<file path="src/rtl/itmr_pkg.sv">
package itmr_pkg;
  localparam int REG_ADDR_W = 4;
  localparam int CTRL_W     = 4;
  localparam int CB_PWR     = 0;
  localparam int CB_EN      = 1;
  localparam int CB_ARL     = 2;
  localparam int CB_STAT    = 3;

  typedef enum logic [1:0] {
    SEL_CTRL   = 2'd0,
    SEL_PERIOD = 2'd1,
    SEL_SCALE  = 2'd2,
    SEL_COUNT  = 2'd3
  } reg_sel_e;
endpackage

</file>
<file path="src/rtl/itmr_prescaler.sv">
module itmr_prescaler #(
  parameter int PRE_W = 8
) (
  input  logic             clk,
  input  logic             rst,
  input  logic             run_i,
  input  logic             restart_i,
  input  logic [PRE_W-1:0] div_i,
  output logic             tick_o
);
  logic [PRE_W-1:0] phase_q;

  assign tick_o = run_i && (phase_q == div_i);

  always_ff @(posedge clk) begin
    if (rst || restart_i || !run_i) phase_q <= '0;
    else if (tick_o)                phase_q <= '0;
    else                            phase_q <= phase_q + PRE_W'(1);
  end

  // phase never runs past the divisor
  a_r3_phase_bound: assert property (@(posedge clk) disable iff (rst)
    phase_q <= div_i);
  // a stopped timer keeps the prescaler at phase 0
  a_r2_phase_held: assert property (@(posedge clk) disable iff (rst)
    !run_i |=> phase_q == '0);
endmodule

</file>
<file path="src/rtl/itmr_counter.sv">
module itmr_counter #(
  parameter int W = 32
) (
  input  logic         clk,
  input  logic         rst,
  input  logic         tick_i,
  input  logic         reload_en_i,
  input  logic [W-1:0] period_i,
  input  logic         ld_i,
  input  logic [W-1:0] ld_val_i,
  output logic [W-1:0] cnt_o,
  output logic         expire_o
);
  logic [W-1:0] cnt_q;

  assign expire_o = tick_i && !ld_i && (cnt_q == W'(1));
  assign cnt_o    = cnt_q;

  always_ff @(posedge clk) begin
    if (rst)                          cnt_q <= '0;
    else if (ld_i)                    cnt_q <= ld_val_i;
    else if (expire_o)                cnt_q <= reload_en_i ? period_i : '0;
    else if (tick_i && cnt_q != '0)   cnt_q <= cnt_q - W'(1);
  end

  // auto-reload takes the period value
  a_r5_reload: assert property (@(posedge clk) disable iff (rst)
    (expire_o && reload_en_i) |=> cnt_q == $past(period_i));
  // without reload the counter rests at zero
  a_r5_stop: assert property (@(posedge clk) disable iff (rst)
    (expire_o && !reload_en_i) |=> cnt_q == '0);
  // a load beats a tick
  a_r8_load_wins: assert property (@(posedge clk) disable iff (rst)
    ld_i |=> cnt_q == $past(ld_val_i));
endmodule

</file>
<file path="src/rtl/core_itimer.sv">
module core_itimer
  import itmr_pkg::*;
#(
  parameter int DATA_W = 32,
  parameter int PRE_W  = 8
) (
  input  logic                  clk,
  input  logic                  rst,
  input  logic                  bus_sel,
  input  logic                  bus_we,
  input  logic [REG_ADDR_W-1:0] bus_addr,
  input  logic [DATA_W/8-1:0]   bus_be,
  input  logic [DATA_W-1:0]     bus_wdata,
  output logic [DATA_W-1:0]     bus_rdata,
  output logic                  bus_err,
  output logic                  irq_o
);
  localparam int BE_W = DATA_W / 8;

  logic              acc_ok, acc_bad;
  logic              wr_ctrl, wr_per, wr_scl, wr_cnt, rd_ok;
  reg_sel_e          rsel;
  logic [CTRL_W-1:0] ctrl_q;
  logic [DATA_W-1:0] period_q, scale_q, cnt;
  logic              run, tick, expire;
  logic [DATA_W-1:0] rd_mux;

  assign rsel    = reg_sel_e'(bus_addr[3:2]);
  assign acc_ok  = bus_sel && (bus_be == {BE_W{1'b1}}) && (bus_addr[1:0] == 2'b00);
  assign acc_bad = bus_sel && !acc_ok;
  assign wr_ctrl = acc_ok && bus_we && (rsel == SEL_CTRL);
  assign wr_per  = acc_ok && bus_we && (rsel == SEL_PERIOD);
  assign wr_scl  = acc_ok && bus_we && (rsel == SEL_SCALE);
  assign wr_cnt  = acc_ok && bus_we && (rsel == SEL_COUNT);
  assign rd_ok   = acc_ok && !bus_we;
  assign run     = ctrl_q[CB_PWR] && ctrl_q[CB_EN];

  itmr_prescaler #(.PRE_W(PRE_W)) u_pre (
    .clk       (clk),
    .rst       (rst),
    .run_i     (run),
    .restart_i (wr_scl),
    .div_i     (scale_q[PRE_W-1:0]),
    .tick_o    (tick)
  );

  itmr_counter #(.W(DATA_W)) u_cnt (
    .clk         (clk),
    .rst         (rst),
    .tick_i      (tick),
    .reload_en_i (ctrl_q[CB_ARL]),
    .period_i    (period_q),
    .ld_i        (wr_per || wr_cnt),
    .ld_val_i    (bus_wdata),
    .cnt_o       (cnt),
    .expire_o    (expire)
  );

  always_ff @(posedge clk) begin
    if (rst) begin
      ctrl_q   <= '0;
      period_q <= '0;
      scale_q  <= '0;
    end else begin
      if (wr_ctrl) begin
        ctrl_q          <= bus_wdata[CTRL_W-1:0];
        ctrl_q[CB_STAT] <= bus_wdata[CB_STAT] || expire;
      end else if (expire) begin
        ctrl_q[CB_STAT] <= 1'b1;
      end
      if (wr_per) period_q <= bus_wdata;
      if (wr_scl) scale_q  <= bus_wdata;
    end
  end

  always_comb begin
    unique case (rsel)
      SEL_CTRL:   rd_mux = {{(DATA_W-CTRL_W){1'b0}}, ctrl_q};
      SEL_PERIOD: rd_mux = period_q;
      SEL_SCALE:  rd_mux = scale_q;
      SEL_COUNT:  rd_mux = cnt;
      default:    rd_mux = '0;
    endcase
  end

  always_ff @(posedge clk) begin
    if (rst) begin
      bus_rdata <= '0;
      bus_err   <= 1'b0;
      irq_o     <= 1'b0;
    end else begin
      bus_rdata <= rd_ok ? rd_mux : '0;
      bus_err   <= acc_bad;
      irq_o     <= expire;
    end
  end

  // every interrupt pulse is accompanied by a set status bit
  a_r4_irq_status: assert property (@(posedge clk) disable iff (rst)
    irq_o |-> ctrl_q[CB_STAT]);
  // period writes land in count too
  a_r6_mirror: assert property (@(posedge clk) disable iff (rst)
    wr_per |=> cnt == $past(bus_wdata));
  // a stopped timer without count or period writes keeps count
  a_r2_frozen: assert property (@(posedge clk) disable iff (rst)
    (!run && !wr_per && !wr_cnt) |=> $stable(cnt));
  // rejected accesses leave period and scale alone
  a_r9_no_effect: assert property (@(posedge clk) disable iff (rst)
    acc_bad |=> ($stable(period_q) && $stable(scale_q)));
endmodule

</file>
<file path="config.mk">
export PLATFORM = sky130hd
export DESIGN_NAME = core_itimer
export DESIGN_NICKNAME = d
export VERILOG_FILES = /design/src/rtl/itmr_pkg.sv /design/src/rtl/itmr_prescaler.sv /design/src/rtl/itmr_counter.sv /design/src/rtl/core_itimer.sv
export SDC_FILE = /design/constraint.sdc
export NUM_CORES = 1
export LEC_CHECK = 0
export BUFFER_PORTS_ARGS = -buffer_cell sky130_fd_sc_hd__buf_2
export CAP_MARGIN = 20
export CORE_UTILIZATION = 53
export DETAILED_ROUTE_END_ITERATION = 10
export GPL_TIMING_DRIVEN = 0
export PLACE_DENSITY = 0.76
export SLEW_MARGIN = 40
export SYNTH_ARGS = -nofsm -noshare
export SYNTH_HDL_FRONTEND = slang
export SYNTH_SLANG_ARGS = --single-unit
</file>
<file path="constraint.sdc">
create_clock -name clk -period 2.17 [get_ports clk]
set_input_delay 0.434 -clock clk [delete_from_list [all_inputs] [get_ports clk]]
set_output_delay 0.434 -clock clk [all_outputs]
set_load 0.03 [all_outputs]
</file>
==> out/results.ini <==
[outcome]
status = complete, but fails checks
violations = setup timing

[min_path]
hp-class = primary input to flip-flop

[timing]
slew_violations = 0
max_freq_mhz = 407
hold_violations = 0
fin_ws_ns = -0.288
slew_headroom_pct = 44.4
rsz0062_at_grt = true
finalSetupViolCount = 34
worst_slew_pin_slew_ns = 0.835
finalCriticalPeriod_ns = 2.46
post-route-period-util_pct = 113
fin_skew_ns = 0.00663

[clocking]
root_buffer = clkbuf_16
ctsLongestPathBuffers = 2
htreeDepth = 4
cts_tree = yes
numCtsBuffers = 17
clkTransAtPathRegs_ns = 0.06
cts_sinks = 142
insertion_delay_ns = 0.43

[detailed_routing]
antenna_left = 0
route.detailed.drc = 0
dr.max_layer_used = met4
wl_um = 24500
wl_met3_um = 2940
vias = 7427
routed_via_density = 6.42
wl_met1_um = 9230
wl_per_cell_um = 21.1
drt_iter0_drc = 1004
drtPass1Iterations = 5
wl_met2_um = 11000

[logic_synthesis]
synthCells = 840
synth_top_area_share_pct = 41.1
ys_seq_area_share_pct = 41.1
netlist_top_cells_area = dfxtp_1, nand2_1, a21oi_1
synth.most_common_cell = nand2_1
ys.flop_type = dfxtp_1
synth_enable_flop_cells = 0
async_flop_share_pct = 0
yosysWarnings = 0
avgSynthCellArea_um2 = 8.24
ys_ff_latch = 142
ys_types = 63
syn_nets = 887
yosys-top-cells-count = nand2_1, dfxtp_1, a21oi_1, nor2_1, clkbuf_1
synth_area_mm2 = 0.00692
synth_top_cell_by_area = dfxtp_1

[final_layout]
syn2layout_area_growth_pct = 31.3
antenna_cells = 0
drive_above_1_share_pct = 29.2
finalInstanceArea_mm2 = 0.00908
utilization_pct = 71.7
fin_cells = 1157
finalNetCount = 1019

[floorplan]
die_w_um = 116
io_pins = 78
die-area_mm2 = 0.0135
die_y_um = 116
initial_utilization_pct = 54.6
core_area_mm2 = 0.0127
rows = 41

[power]
total_leakage_power_nw = 3.59
ir_drop_mv = 0.653
p_per_area_mw_per_mm2 = 660
fin_total_pwr_mw = 6.00

[placed_design]
hpwl_um = 15000
place.gp.congestion = 0.989
dp_cells = 1088
place_area_mm2 = 0.00761
port-buffer-count = 76
dp_slack_ns = -0.776

[global_route]
antenna_found_initial = 0
overflow = 0
first_global_vias = 6523
grt_util_all_layers_pct = 35.0
grt_max_degree = 17
grt_pass1_wl_um = 35300

[worst_setup_path]
start_kind = flip-flop
cp_data_arrival_time_ns = 2.83
cp_max_fo = 7
crit_type = flip-flop to flip-flop
setup.worst_path.end_class = flip-flop
cp_data_required_time_ns = 2.54

[job]
cap_violations = 0

==> final cells by class <==
type,instances,area (µm²)
multi-input combinational,629,4230
fill,957,3590
sequential,142,2870
timing repair buffer,119,796
clock buffer,23,489
buffer,59,339
tap,172,215
clock inverter,9,131
inverter,4,15.0
==> flip-flops by register name, indices dropped and copies added, names as in the netlist <==
| register | flops |
|---|---|
| bus_err | 1 |
| u_pre.phase_q | 8 |
| irq_o | 1 |
| u_cnt.cnt_o | 32 |
| ctrl_q | 4 |
| period_q | 32 |
| scale_q | 32 |
| bus_rdata | 32 |
==> final timing paths <==
kind	endpoint	depth (start not counted)	slack, ns	from
worst max-delay path	u_cnt.cnt_o[0]$_SDFFE_PP0P_	9	-0.29	u_cnt.cnt_o[25]$_SDFFE_PP0P_
worst min-delay path	u_cnt.cnt_o[9]$_SDFFE_PP0P_	3	0.26	bus_wdata[9]
worst max register to register	u_cnt.cnt_o[0]$_SDFFE_PP0P_	9	-0.29	u_cnt.cnt_o[25]$_SDFFE_PP0P_
worst min register to register	scale_q[9]$_SDFFE_PP0P_	2	0.45	scale_q[9]$_SDFFE_PP0P_
==> worst max-delay path: stages (launching register included) <==
cell     delay [ns]
dfxtp_2        0.34
or4_4          0.56
nor4b_4        0.37
buf_4          0.18
and3_4         0.24
buf_8          0.15
buf_4          0.12
a41oi_1        0.13
o21ai_1        0.16
a22o_1         0.15
==> layout by cell type, fill, tap and decap left out, types with 4 or more instances in the layout <==
cell type,n
a21oi_1,83
a21oi_2,8
a22o_1,14
a22oi_1,28
a31oi_1,4
a41oi_1,11
and3_1,10
buf_2,78
buf_4,32
buf_6,9
buf_8,7
clkbuf_1,37
clkbuf_16,20
clkbuf_2,10
dfxtp_1,130
dfxtp_2,9
mux2_2,28
mux2i_1,6
mux4_2,4
nand2_1,169
nand3_1,16
nand4_1,6
nor2_1,59
nor3_1,12
nor3_2,5
nor4_1,6
nor4_4,4
o21ai_1,18
o21ai_2,6
or4_4,4
xnor2_1,22
xor2_1,17
==> per-stage QoR <==
step	TNS [ns]	hold slack, ns
6_report	-7.46	0.263
5_1_grt	-8.62	0.267
4_1_cts	-3.53	0.257
3_5_place_dp	-69.11	0.445
3_3_place_gp	-65.86	0.436
2_1_floorplan	-0.289	0.429
==> routing by layer <==
layer  track usage, %  up-vias
li1                 -     3262
met1             43.8     3442
met2             53.9      569
met3             10.5      154
met4             19.1        0
met5                0        -
==> repair_timing <==
action,in CTS,in global routing
cloned,2,2
hold buffers,0,0
setup buffers,23,17
pin swaps,27,28
gates resized for setup,62,64
endpoints found under the setup margin,108,95
==> power by group <==
group	total [mW]	switching, mW	internal (mW)
sequential	2.61	0.00292	2.61
clock	3.07	1.14	1.93
combinational	0.316	0.204	0.113
==> kinds of logic after synthesis <==
kind of cell / count (synthesis) / synth area share, %
flops: 142 / 41.1
buf+inv: 69 / 4.18
simple gates: 340 / 23.0
fa+ha+maj: 3 / 0.543
xor+xnor: 41 / 5.19
compound gates: 206 / 19.1
mux: 39 / 6.89
Note: power is estimated with default switching activity, not from simulation.
